### config.mk
export PLATFORM = sky130hd
export DESIGN_NAME = pio_bank_window
export DESIGN_NICKNAME = d
export VERILOG_FILES = /design/src/rtl/pio_win_pkg.sv /design/src/rtl/pio_byte_fifo.sv /design/src/rtl/pio_level_coder.sv /design/src/rtl/pio_signature.sv /design/src/rtl/pio_bank_window.sv
export SDC_FILE = /design/constraint.sdc
export NUM_CORES = 1
export LEC_CHECK = 0
export ABC_CLOCK_PERIOD_IN_PS = 4450
export CAP_MARGIN = 30
export CORE_ASPECT_RATIO = 1.4
export CORE_MARGIN = 5
export CORE_UTILIZATION = 38
export CTS_BUF_LIST = sky130_fd_sc_hd__clkbuf_16
export CTS_CLUSTER_DIAMETER = 200
export DETAILED_ROUTE_END_ITERATION = 16
export PLACE_DENSITY_LB_ADDON = 0.05
export REMOVE_ABC_BUFFERS = 1
export SYNTH_ARGS = -nofsm -noshare
export SYNTH_HDL_FRONTEND = slang
export SYNTH_SLANG_ARGS = --single-unit
### constraint.sdc
create_clock -name clk -period 4.45 [get_ports clk]
set_input_delay 0.6675 -clock clk [delete_from_list [all_inputs] [get_ports clk]]
set_output_delay 0.6675 -clock clk [all_outputs]
set_load 0.01 [all_outputs]
### src/rtl/pio_win_pkg.sv
package pio_win_pkg;

    localparam logic [3:0] OFS_FIFO = 4'h4;
    localparam logic [3:0] OFS_STAT = 4'h8;
    localparam logic [3:0] OFS_FLAG = 4'hB;
    localparam logic [3:0] OFS_CFG  = 4'hD;
    localparam logic [3:0] OFS_SIG  = 4'hE;

    localparam logic [3:0] LVL_EDGE  = 4'b1000;
    localparam logic [3:0] LVL_BAND0 = 4'b0000;
    localparam logic [3:0] LVL_BAND1 = 4'b0100;
    localparam logic [3:0] LVL_BAND2 = 4'b0110;
    localparam logic [3:0] LVL_LIMIT = 4'b0111;

    localparam logic [4:0] SIG_PREFIX = 5'b01011;

    typedef enum logic {BANK_LO = 1'b0, BANK_HI = 1'b1} bank_e;
    typedef enum logic {SIG_EVEN = 1'b0, SIG_ODD = 1'b1} sig_e;

endpackage

### src/rtl/pio_byte_fifo.sv
module pio_byte_fifo #(
    parameter int DEPTH = 128,
    parameter int W     = 8,
    localparam int AW   = $clog2(DEPTH),
    localparam int CW   = AW + 1
) (
    input  logic          clk,
    input  logic          rst_n,
    input  logic          push,
    input  logic [W-1:0]  push_data,
    input  logic          pop,
    output logic [W-1:0]  head,
    output logic [CW-1:0] count,
    output logic          full,
    output logic          empty
);
    localparam logic [CW-1:0] DEPTH_C = CW'(DEPTH);

    logic [W-1:0]  mem [DEPTH];
    logic [AW-1:0] wr_ptr;
    logic [AW-1:0] rd_ptr;

    assign full  = (count == DEPTH_C);
    assign empty = (count == '0);
    assign head  = mem[rd_ptr];

    always_ff @(posedge clk) begin
        if (push) begin
            mem[wr_ptr] <= push_data;
        end
    end

    always_ff @(posedge clk) begin
        if (!rst_n) begin
            wr_ptr <= '0;
            rd_ptr <= '0;
            count  <= '0;
        end else begin
            if (push) wr_ptr <= wr_ptr + 1'b1;
            if (pop)  rd_ptr <= rd_ptr + 1'b1;
            unique case ({push, pop})
                2'b10:   count <= count + 1'b1;
                2'b01:   count <= count - 1'b1;
                default: count <= count;
            endcase
        end
    end

endmodule

### src/rtl/pio_level_coder.sv
module pio_level_coder
    import pio_win_pkg::*;
#(
    parameter int DEPTH = 128,
    localparam int CW   = $clog2(DEPTH) + 1
) (
    input  logic          dir,
    input  logic [CW-1:0] count,
    output logic [3:0]    code
);
    localparam logic [CW-1:0] DEPTH_C = CW'(DEPTH);
    localparam logic [CW-1:0] LO_MARK = CW'((DEPTH * 21) / 64);
    localparam logic [CW-1:0] HI_MARK = CW'((DEPTH * 21) / 32);

    logic [CW-1:0] free_cnt;
    assign free_cnt = DEPTH_C - count;

    always_comb begin
        if (!dir) begin
            if (count == '0)            code = LVL_EDGE;
            else if (count == DEPTH_C)  code = LVL_LIMIT;
            else if (count >= HI_MARK)  code = LVL_BAND2;
            else if (count >= LO_MARK)  code = LVL_BAND1;
            else                        code = LVL_BAND0;
        end else begin
            if (free_cnt == DEPTH_C)     code = LVL_EDGE;
            else if (free_cnt == '0)     code = LVL_LIMIT;
            else if (free_cnt >= HI_MARK) code = LVL_BAND0;
            else if (free_cnt >= LO_MARK) code = LVL_BAND1;
            else                         code = LVL_BAND2;
        end
    end

endmodule

### src/rtl/pio_signature.sv
module pio_signature
    import pio_win_pkg::*;
(
    input  logic       clk,
    input  logic       rst_n,
    input  logic       step,
    output logic [7:0] value
);
    sig_e state_q;
    sig_e state_d;

    always_comb begin
        state_d = state_q;
        unique case (state_q)
            SIG_EVEN: if (step) state_d = SIG_ODD;
            SIG_ODD:  if (step) state_d = SIG_EVEN;
            default:  state_d = SIG_EVEN;
        endcase
    end

    always_ff @(posedge clk) begin
        if (!rst_n) state_q <= SIG_EVEN;
        else        state_q <= state_d;
    end

    always_comb begin
        unique case (state_q)
            SIG_ODD: value = {SIG_PREFIX, 3'b111};
            default: value = {SIG_PREFIX, 3'b000};
        endcase
    end

endmodule

### src/rtl/pio_bank_window.sv
module pio_bank_window
    import pio_win_pkg::*;
#(
    parameter int DEPTH = 128,
    localparam int CW   = $clog2(DEPTH) + 1
) (
    input  logic       clk,
    input  logic       rst_n,
    input  logic [3:0] host_addr,
    input  logic       host_wr,
    input  logic       host_rd,
    input  logic [7:0] host_wdata,
    output logic [7:0] host_rdata,
    input  logic       xfer_dir,
    input  logic       xfer_done,
    input  logic       dev_in_valid,
    input  logic [7:0] dev_in_data,
    output logic       dev_in_ready,
    output logic       dev_out_valid,
    output logic [7:0] dev_out_data,
    input  logic       dev_out_ready,
    output logic       irq,
    output logic       pio_mode,
    output logic       bank_sel
);
    bank_e         bank_q;
    bank_e         bank_d;
    logic [7:0]    cfg_q;
    logic [7:0]    flag_en_q;
    logic          err_q;
    logic          int_q;
    logic          pio_q;

    logic [7:0]    fifo_head;
    logic [CW-1:0] fill_count;
    logic          fifo_full;
    logic          fifo_empty;
    logic [3:0]    level_code;
    logic [7:0]    sig_value;

    logic hi_wr;
    logic hi_rd;
    logic host_push;
    logic host_pop;
    logic host_overrun;
    logic host_underrun;
    logic fifo_push;
    logic fifo_pop;
    logic sig_step;

    // Bank-1 access qualifiers
    assign hi_wr = host_wr && (bank_q == BANK_HI);
    assign hi_rd = host_rd && (bank_q == BANK_HI);

    assign host_push     = hi_wr && (host_addr == OFS_FIFO) && xfer_dir && !fifo_full;
    assign host_overrun  = hi_wr && (host_addr == OFS_FIFO) && xfer_dir && fifo_full;
    assign host_pop      = hi_rd && (host_addr == OFS_FIFO) && !xfer_dir && !fifo_empty;
    assign host_underrun = hi_rd && (host_addr == OFS_FIFO) && !xfer_dir && fifo_empty;
    assign sig_step      = hi_rd && (host_addr == OFS_SIG);

    assign dev_in_ready  = !xfer_dir && !fifo_full;
    assign dev_out_valid = xfer_dir && !fifo_empty;
    assign dev_out_data  = fifo_head;

    assign fifo_push = host_push || (dev_in_valid && dev_in_ready);
    assign fifo_pop  = host_pop  || (dev_out_valid && dev_out_ready);

    pio_byte_fifo #(.DEPTH(DEPTH), .W(8)) u_fifo (
        .clk       (clk),
        .rst_n     (rst_n),
        .push      (fifo_push),
        .push_data (xfer_dir ? host_wdata : dev_in_data),
        .pop       (fifo_pop),
        .head      (fifo_head),
        .count     (fill_count),
        .full      (fifo_full),
        .empty     (fifo_empty)
    );

    pio_level_coder #(.DEPTH(DEPTH)) u_level (
        .dir   (xfer_dir),
        .count (fill_count),
        .code  (level_code)
    );

    pio_signature u_sig (
        .clk   (clk),
        .rst_n (rst_n),
        .step  (sig_step),
        .value (sig_value)
    );

    // Bank state machine: next state
    always_comb begin
        bank_d = bank_q;
        unique case (bank_q)
            BANK_LO: if (host_wr && host_addr == OFS_CFG &&  host_wdata[7]) bank_d = BANK_HI;
            BANK_HI: if (host_wr && host_addr == OFS_CFG && !host_wdata[7]) bank_d = BANK_LO;
            default: bank_d = BANK_LO;
        endcase
    end

    // Bank state register
    always_ff @(posedge clk) begin
        if (!rst_n) bank_q <= BANK_LO;
        else        bank_q <= bank_d;
    end

    // Register file
    always_ff @(posedge clk) begin
        if (!rst_n) begin
            cfg_q     <= '0;
            flag_en_q <= '0;
            err_q     <= 1'b0;
            int_q     <= 1'b0;
            pio_q     <= 1'b0;
        end else begin
            if (host_wr && host_addr == OFS_CFG) cfg_q <= host_wdata;
            if (hi_wr && host_addr == OFS_FLAG)  flag_en_q <= host_wdata;
            if (hi_wr && host_addr == OFS_STAT)  pio_q <= host_wdata[0];
            if (host_overrun || host_underrun)   err_q <= 1'b1;
            if (xfer_done)
                int_q <= 1'b1;
            else if (hi_wr && host_addr == OFS_STAT && host_wdata[6])
                int_q <= 1'b0;
        end
    end

    // Outputs
    always_comb begin
        host_rdata = '0;
        unique case (bank_q)
            BANK_HI: begin
                unique case (host_addr)
                    OFS_FIFO: host_rdata = (!xfer_dir && !fifo_empty) ? fifo_head : 8'h00;
                    OFS_STAT: host_rdata = {err_q, int_q, 1'b0, level_code, pio_q};
                    OFS_FLAG: host_rdata = flag_en_q;
                    OFS_CFG:  host_rdata = cfg_q;
                    OFS_SIG:  host_rdata = sig_value;
                    default:  host_rdata = 8'h00;
                endcase
            end
            default: host_rdata = (host_addr == OFS_CFG) ? cfg_q : 8'h00;
        endcase
    end

    assign irq      = int_q && (flag_en_q != 8'h00);
    assign pio_mode = pio_q;
    assign bank_sel = (bank_q == BANK_HI);

endmodule

* Word-level counts from Yosys, hierarchy flattened
Memories as Yosys holds them, arrays and structs flattened. A register that Yosys moved wholly into a read port is not among the register bits.
Cells that the tools add are included.
** Word-level totals
- Register bits :: 43
- Memory bits (writable) :: 1024
- Bits of input ports :: 28
- Output and inout port bits :: 21
- Word-level logic and storage cells :: 94
- Memories :: 1
** Memories
- u_fifo.mem :: words 128, bits a word 8, read ports 1, clocked after Yosys merged registers in 1, wr ports 1, RTL line pio_byte_fifo.sv:19 : logic [W-1:0] mem [DEPTH];
** Operators by class
- Add/sub/neg operators :: 5
- Order comparisons :: 4
- Equality and inequality tests :: 9
- Multiplexer cells :: 28
- Bitwise gates (word level) :: 2
- Reduce and logical (&&, ||, !) cells :: 35
** Operator list (number)
- case mux 8 bit (5 select lines) :: 1
- two-way mux 8 bit :: 4
- two-way mux 4 bit :: 7
- logical AND 1 bit :: 23
- equality test 4 bit, second input constant :: 4
- equality test 8 bit, second input constant :: 2
- greater-or-equal comparator 8 x 6 -> 1 bit, second input constant :: 2
- greater-or-equal comparator 8 x 7 -> 1 bit, second input constant :: 2
- logical NOT 8 bit :: 2
- case mux 8 bit (2 select lines) :: 1
- adder 7 x 1 -> 7 bit, second input constant :: 2
- two-way mux 7 bit :: 2
- adder 8 x 1 -> 8 bit, second input constant :: 1
- two-way mux 1 bit :: 8
- nonzero test 8 bit :: 1
- subtractor 8 x 1 -> 8 bit, second input constant :: 1
- subtractor 8 bit, first input constant :: 1
- two-way mux 3 bit :: 2
- equality test 4 x 3 -> 1 bit, second input constant :: 1
- logical NOT 1 bit :: 4
- case mux 1 bit (2 select lines) :: 2
- nonzero test 2 bit :: 2
- logical OR 1 bit :: 3
- equality test 2 x 1 -> 1 bit, second input constant :: 1
- other kinds (3) :: 4

* Depth between registers and ports, before layout
Gate-level depths: netlist of run 1.
- Word-level depth :: 9
- Mapped depth :: 15
- Depth with buffers taken out :: 15

* By module
A second synthesis of run 1 with hierarchy kept.
** Unflattened totals
- Cells, all modules :: 2313
- Area total of the unflattened synthesis :: 42871.1 µm²
** By module, submodules not included
- pio_byte_fifo :: times used 1, cells an instance 2076, area each 41020.6 µm², seq. area each 31330.0 µm²
- pio_bank_window :: times used 1, cells an instance 152, area each 1275.0 µm², seq. area each 380.4 µm²
- pio_level_coder :: times used 1, cells an instance 72, area each 473.0 µm², seq. area each 0.0 µm²
- pio_signature :: times used 1, cells an instance 13, area each 102.6 µm², seq. area each 20.0 µm²

* Worst setup path before layout of run 1
No wires, ideal clock.
- Path type :: input -> register
- From :: input host_addr[0]
- To :: register u_fifo.count[7]
- Library setup time :: 0.072 ns
- Data arrival time :: 3.578 ns
- Required time :: 4.378 ns
- Setup slack :: 0.801 ns
- Stages :: 14
- Buffers on the path :: 0
- Cell sequence :: and2b_2 > nor3b_4 > nand4_2 > a21oi_4 > inv_2 > ha_1 > ha_1 > a21o_1 > a21oi_1 > o21ai_0 > a2111oi_0 > nor3_1 > mux2i_1 > mux2i_1
** Between the ends
- Longest elaborated chain between the ends :: 7
- Elaborated cells on any way between the ends :: 13
- Those cells by class :: 3 x eq/ne; 1 x mux; 9 x reduce/logical
** Ends and longest elaborated chain
- from (decl) :: RTL line pio_bank_window.sv:9 : input logic [3:0] host_addr,
- equality test 4 x 3 -> 1 bit * :: RTL line pio_bank_window.sv:55, pio_bank_window.sv:57
- logical AND 1 bit (on tied branches) (3 in series) :: RTL line pio_bank_window.sv:57, pio_bank_window.sv:55
- logical OR 1 bit (on tied branches) :: RTL line pio_bank_window.sv:66, pio_bank_window.sv:65
- equality test 2 x 1 -> 1 bit / equality test 2 bit (equally long branches) :: RTL line pio_byte_fifo.sv:41 : unique case ({push, pop})
- case mux 8 bit (2 select lines) / nonzero test 2 bit (equally long branches)
- to (signal assigned) :: RTL line pio_byte_fifo.sv:42 : 2'b10: count <= count + 1'b1;
- to (signal assigned) :: RTL line pio_byte_fifo.sv:43 : 2'b01: count <= count - 1'b1;
- to (signal assigned) :: RTL line pio_byte_fifo.sv:44 : default: count <= count;
- to (decl) :: RTL line pio_byte_fifo.sv:13 : output logic [CW-1:0] count,
Mark *: on every way between the ends. The rest lies on a longest branch, timed or not.
A chain may end at the register's enable or synchronous reset.

==> results of run 1 <==
[per-stage QoR]
stage	utilization, %	hold slack, ns	instance area, um^2	TNS (ns)
floorplan	-	0.441	42000	-97.67
global placement	41.6	0.461	46400	0
detailed placement	41.6	0.465	46500	0
CTS	45.7	0.474	51000	-0.210
global route	45.8	0.487	51100	-0.0248
finish	45.8	0.473	51100	0
[report_power, final]
group          internal, mW  total, mW  leakage [nW]  switching (mW)
clock                  4.92       8.75          1.73            3.83
combinational         0.852       1.87          4.63            1.02
sequential             11.2       11.2          9.60          0.0271
total                  16.9       21.8          16.0            4.87
[worst register-to-register path: stages, from the launching register on]
cell,delay (ns)
dfxtp_1,0.41
inv_1,0.14
ha_1,0.36
and4_1,0.28
a21oi_4,0.15
inv_2,0.08
ha_1,0.25
buf_4,0.18
ha_1,0.32
a21oi_1,0.21
o21ai_0,0.14
a2111oi_0,0.42
nor3_1,0.13
mux2i_1,0.19
mux2i_1,0.19
[layout make-up]
class	count	area [um^2]	share of cell area, %
timing repair buffer	326	3450	6.75
sequential	1073	31700	62.1
clock buffer	108	2700	5.29
multi-input combinational	965	10700	20.9
clock inverter	87	664	1.30
tap	1470	1840	3.60
antenna	1	2.50	0.00489
inverter	8	30.0	0.0587
[synth_stat cells, drive strengths merged, types with 4 or more instances]
master	n	area, um^2
edfxtp	1024	30700
mux4	256	5770
nor2	177	664
o21ai	81	405
buf	78	477
mux2i	78	781
nand2	61	229
clkbuf	52	195
dfxtp	49	981
o22ai	35	219
a221oi	34	298
nor2b	30	188
a22oi	21	158
nand3	21	105
and2	17	106
a21boi	15	113
a21oi	13	80.1
ha	12	150
xnor2	11	96.3
nand4	9	77.6
inv	8	30.0
mux2	8	90.1
nand3b	8	60.1
a221o	6	60.1
nand2b	6	37.5
or2	6	37.5
or3	6	37.5
xor2	6	52.6
nor3	5	25.0
o21a	5	37.5
a22o	4	35.0
and3	4	25.0
nor4	4	25.0
[sequential cells by signal, indices dropped and copies added (netlist names), named ones only]
| register | flops |
|---|---|
| u_fifo.wr_ptr | 7 |
| u_fifo.mem | 1024 |
| u_fifo.rd_ptr | 7 |
| u_fifo.count | 8 |
| cfg_q | 7 |
| err_q | 1 |
| pio_mode | 1 |
| u_sig.state_q | 1 |
| flag_en_q | 8 |
| int_q | 1 |
[logic make-up (layout without fill, tap and decap cells)]
logic type | count (synthesis) | count (layout)
and+or+nand+nor | 364 | 364
DFF | 1073 | 1073
AOI/OAI and AO/OA | 229 | 229
buffers and inverters | 138 | 529
muxes | 342 | 342
xor gates and xnor gates | 17 | 17
other | 0 | 1
adders and majority gates | 13 | 13
[final timing paths]
kind                   startpoint               to  slack [ns]  cells past startpoint
setup / recovery             flop    host_rdata[7]        0.07                     13
hold / removal           cfg_q[5]         cfg_q[5]        0.47                      2
hold reg to reg          cfg_q[5]         cfg_q[5]        0.47                      2
setup reg to reg  u_fifo.count[0]  u_fifo.count[7]        0.93                     14
[repair_timing]
| item | CTS | global route |
|---|---|---|
| endpoints found under the setup margin | 16 | 5 |
| cloned | 13 | 0 |
| pin swaps | 10 | 8 |
| buffers inserted | 17 | 11 |
| resized for setup | 121 | 10 |
[routing by layer]
layer	up-vias	GRT usage (%)
met5	-	0
met4	0	5.95
met3	138	2.47
met2	442	34.6
met1	11600	24.1
li1	9543	-
==> flow_metrics.env, run 1 <==
export IMPL_grt_pass1_wl_um=166000
export IMPL_syn_area_um2=42600
export IMPL_maxSlewViolCount=0
export IMPL_yosysSeqAreaShare_pct=74.4
export IMPL_io_pins=49
export IMPL_grt_pass1_vias=23300
export IMPL_setup_viol=0
export IMPL_firstDrtPassIters=5
export IMPL_fill_cells=9487
export IMPL_period_needed_ns=4.38
export IMPL_maxSlewHeadroom_pct=36.5
export IMPL_critPathSlowestCell="mux4_2"
export IMPL_max_freq_mhz=229
export IMPL_drive_gt1_share_pct=30.3
export IMPL_m1WireLength_um=46100
export IMPL_ant_nets=0
export IMPL_worstMarginPinSlew_ns=0.953
export IMPL_clock_sinks=1073
export IMPL_grt_max_degree=129
export IMPL_crit_family="buffers and inverters"
export IMPL_rows=145
export IMPL_synth_xor_area_share_pct=0.349
export IMPL_worst_slack_ns=0.0749
export IMPL_ir_drop_mv=0.349
export IMPL_synth_adder_area_share_pct=0.399
export IMPL_layout_common_cells="edfxtp_1, mux4_2, buf_4, nor2_1, clkbuf_16"
export IMPL_routed_wl_met2_um=60700
export IMPL_worst_hold_path_type="reg2reg"
export IMPL_startpoint_type="flop"
export IMPL_grt_overflow_total=0
export IMPL_highest_layer="met4"
export IMPL_antenna_found_initial=0
export IMPL_clk_latency_ns=0.69
export IMPL_drt_total_wl_um=114000
export IMPL_muxShareOfSynthArea_pct=15.6
export IMPL_synth_compound_area_share_pct=3.57
export IMPL_wl_met3_um=3980
export IMPL_yosys_warnings=0
export IMPL_synthSimpleGateAreaFrac_pct=4.04
export IMPL_p_leak_nw=16.0
export IMPL_cts_tree="yes"
export IMPL_crit_path_cell_trace="buf_12 > buf_16 > buf_4 > buf_4 > mux4_2 > mux2i_2 > a221oi_2 > buf_4 > a22oi_2 > nand2_1 > nand2_1 > o21ai_0 > dlygate4sd2_1"
export IMPL_die_area_um2=119000
export IMPL_power_total_mw=21.8
export IMPL_cap_violations=0
export IMPL_cts_root_buf="clkbuf_16"
export IMPL_avgViaCountPerCell=5.39
export IMPL_hold_buffers=0
export IMPL_critPathBufInv=6
export IMPL_wl_per_cell_um=28.2
export IMPL_critPathMaxStageDelay_ns=0.49
export IMPL_area_delta_synth_final_pct=19.9
export IMPL_period_share_pct=98.3
export IMPL_start_util_pct=38.2
export IMPL_vias=21800
export IMPL_final_nets=2522
export IMPL_numCtsBuffers=107
export IMPL_crit_top_cell="buf_4"
export IMPL_die_w_um=293
export IMPL_critical_path_max_fanout=10
export IMPL_drtIter0Drc=1514
export IMPL_hold_viol=0
export IMPL_core_um2=112000
export IMPL_path_clk_slew_ns=0.06
export IMPL_skew_ns=0.0193
export IMPL_avgSynthCellArea_um2=19.6
export IMPL_synth_edf_count=1024
export IMPL_place_inst=3800
export IMPL_crit_arrival_ns=3.71
export IMPL_synth_cell_types=61
export IMPL_power_density_nw_per_um2=426
export IMPL_gp_congestion=0.832
export IMPL_rsz0062_at_grt="yes"
export IMPL_numPortBuffers=48
export IMPL_die_h_um=406
export IMPL_required_ns=3.78
export IMPL_cts_max_path_buffers=3
export IMPL_h_tree_depth=3
export IMPL_final_cells=4038
export IMPL_pre_cts_ws_ns=0.194
export IMPL_drcViolationCount=0
export IMPL_place_hpwl_um=70600
export IMPL_synthFlopType="edfxtp_1"
export IMPL_grtUsageTotal_pct=19.1
export IMPL_worstSetupPathType="reg2out"
export IMPL_syn_instance_count=2176
export IMPL_critPathCaptureType="output pin"
export IMPL_status="finished, final reports clean"
export IMPL_synthArstFlopShare_pct=0
export IMPL_synth_top_family_by_area="multiplexers"
export IMPL_final_common_cell="edfxtp_1"
export IMPL_ys_ff_latch=1073
Power figures use the tool's default switching activity.
==> run 2: changes to the inputs <==
- CORE_UTILIZATION: 38 -> 60
==> run 2 against run 1 <==
Compared with the run above:
- non-clock buffer count shrank 40
- power shrank 2.5%
- clock skew increased by 0.012 ns
- global-route usage grew 7.1 points
- utilization rose by 25 points
- sequential cell count stayed put
- die area decreased by 36%
- sequential power about the same
- wire length is 11% lower
- first-iteration DRC count grew 40%
- worst hold slack improved by 0.0026 ns
- critical path type unchanged
- largest cell class unchanged
- largest power group unchanged
==> flow_metrics.env, run 2 (same netlist as run 1, synthesis figures left out) <==
export IMPL_grtUsageTotal_pct=26.3
export IMPL_setup_viol=0
export IMPL_power_density_nw_per_um2=427
export IMPL_place_area_um2=45300
export IMPL_path_clk_slew_ns=0.06
export IMPL_avgViaCountPerCell=6.40
export IMPL_period_share_pct=98.8
export IMPL_max_freq_mhz=228
export IMPL_hold_viol=0
export IMPL_cts_max_path_buffers=3
export IMPL_worst_hold_path_type="reg2reg"
export IMPL_vias=22000
export IMPL_final_common_cell="edfxtp_1"
export IMPL_grt_max_degree=82
export IMPL_rows=115
export IMPL_startpoint_type="flop"
export IMPL_rsz0062_at_grt="yes"
export IMPL_top_register="u_fifo.mem"
export IMPL_worstSetupPathType="reg2out"
export IMPL_drtIter0Drc=2121
export IMPL_layout_common_cells="edfxtp_1, mux4_2, buf_4, nor2_1, clkbuf_16"
export IMPL_ir_drop_mv=0.322
export IMPL_firstDrtPassIters=6
export IMPL_critical_path_max_fanout=22
export IMPL_die_w_um=235
export IMPL_power_total_mw=21.3
export IMPL_hold_buffers=0
export IMPL_worst_slack_ns=0.0555
export IMPL_maxSlewViolCount=0
export IMPL_final_area_um2=49700
export IMPL_area_delta_synth_final_pct=16.6
export IMPL_p_leak_nw=15.6
export IMPL_n_antenna_cell=0
export IMPL_ff2ff_setup_slack_ns=0.87
export IMPL_clk_latency_ns=0.66
export IMPL_h_tree_depth=3
export IMPL_antenna_found_initial=1
export IMPL_period_needed_ns=4.39
export IMPL_required_ns=3.78
export IMPL_place_hpwl_um=62000
export IMPL_largest_register_ffs=1024
export IMPL_cap_violations=0
export IMPL_skew_ns=0.0313
export IMPL_start_util_pct=60.6
export IMPL_fill_cells=4295
export IMPL_drcViolationCount=0
export IMPL_whs_ns=0.475
export IMPL_clock_sinks=1073
export IMPL_wl_per_cell_um=29.3
export IMPL_grt_pass1_wl_um=150000
export IMPL_die_area_um2=76600
export IMPL_critPathCaptureType="output pin"
export IMPL_core_um2=70400
export IMPL_cts_tree="yes"
export IMPL_drive_gt1_share_pct=28.9
export IMPL_final_nets=2472
export IMPL_cts_root_buf="clkbuf_16"
export IMPL_maxSlewHeadroom_pct=30.7
export IMPL_post_route_util_pct=70.7
export IMPL_numCtsBuffers=97
export IMPL_status="finished, final reports clean"
export IMPL_pre_cts_ws_ns=0.148
export IMPL_crit_arrival_ns=3.73
export IMPL_grt_overflow_total=0
export IMPL_die_h_um=325
export IMPL_drt_total_wl_um=101000
export IMPL_worstMarginPinSlew_ns=1.04
export IMPL_io_pins=49
export IMPL_ant_nets=0
export IMPL_gp_congestion=0.854
export IMPL_top_regs="u_fifo.mem: 1024 flops, flag_en_q: 8 flops, u_fifo.count: 8 flops"
export IMPL_grt_pass1_vias=22500
export IMPL_numPortBuffers=48
## run 2: cell types whose count changed in the layout (fill, tap and decap cells not counted), moves of 4 or more
cell / delta
dlygate4sd2_1: -4
bufbuf_16: -5
buf_8: -4
o21ai_0: +8
buf_12: -5
o21ai_1: -8
clkinv_2: -11
mux2i_2: +12
buf_4: -30
buf_6: +4
mux2i_4: -7
mux2i_1: -5
clkbuf_16: -4
## run 2: final timing paths
path                                 startpoint              end  cells after the start
worst max-delay path                       flop    host_rdata[6]                      9
worst min-delay path                   cfg_q[6]         cfg_q[6]                      2
worst max register to register  u_fifo.count[0]  u_fifo.count[7]                     14
worst min register to register         cfg_q[6]         cfg_q[6]                      2
## run 2: power breakdown
group | internal, mW | total, mW | switching [mW]
sequential | 11.1 | 11.2 | 0.0373
combinational | 0.799 | 1.74 | 0.944
clock | 4.73 | 8.32 | 3.59
total | 16.7 | 21.3 | 4.57
## run 2: through the flow
| stage | instances | TNS [ns] |
|---|---|---|
| after global placement | 3219 | 0 |
| after detailed placement | 3221 | 0 |
| after global routing | 3445 | -0.0398 |
| after CTS | 3412 | -0.134 |
| final | 3445 | 0 |
| after floorplan | 2046 | -97.67 |
## run 2: final cells by class
cell class | instances | area [um^2] | share of cell area, %
clock buffers | 101 | 2530 | 5.08
well taps | 936 | 1170 | 2.36
repair buffers | 286 | 2970 | 5.96
inverters | 8 | 30.0 | 0.0604
flip-flops and latches | 1073 | 31700 | 63.9
clock inverters | 76 | 632 | 1.27
multi-input cells | 965 | 10600 | 21.4
## run 2: routing by layer
layer,up-vias,share of wire (%),track usage [%]
li1,9434,-,-
met1,11500,37,34.6
met2,886,52,45.8
met3,182,6.3,3.48
met4,2,3.9,9.41
met5,-,0.0089,0
## run 2: critical path, stage by stage (launching register included)
cell and delay [ns]:
dfxtp_4 0.47, buf_16 0.24, bufbuf_16 0.37, mux4_2 0.33, o21ai_1 0.30, a221oi_1 0.16
a22oi_1 0.24, nand2_2 0.13, a221o_1 0.33, clkdlybuf4s50_1 0.48
## run 2: what timing repair did
| action | 4_1_cts | 5_1_grt |
|---|---|---|
| setup buffers | 7 | 29 |
| pin swaps | 2 | 7 |
| cloned | 7 | 3 |
| resized for setup | 76 | 46 |
| endpoints found under the setup margin | 15 | 6 |
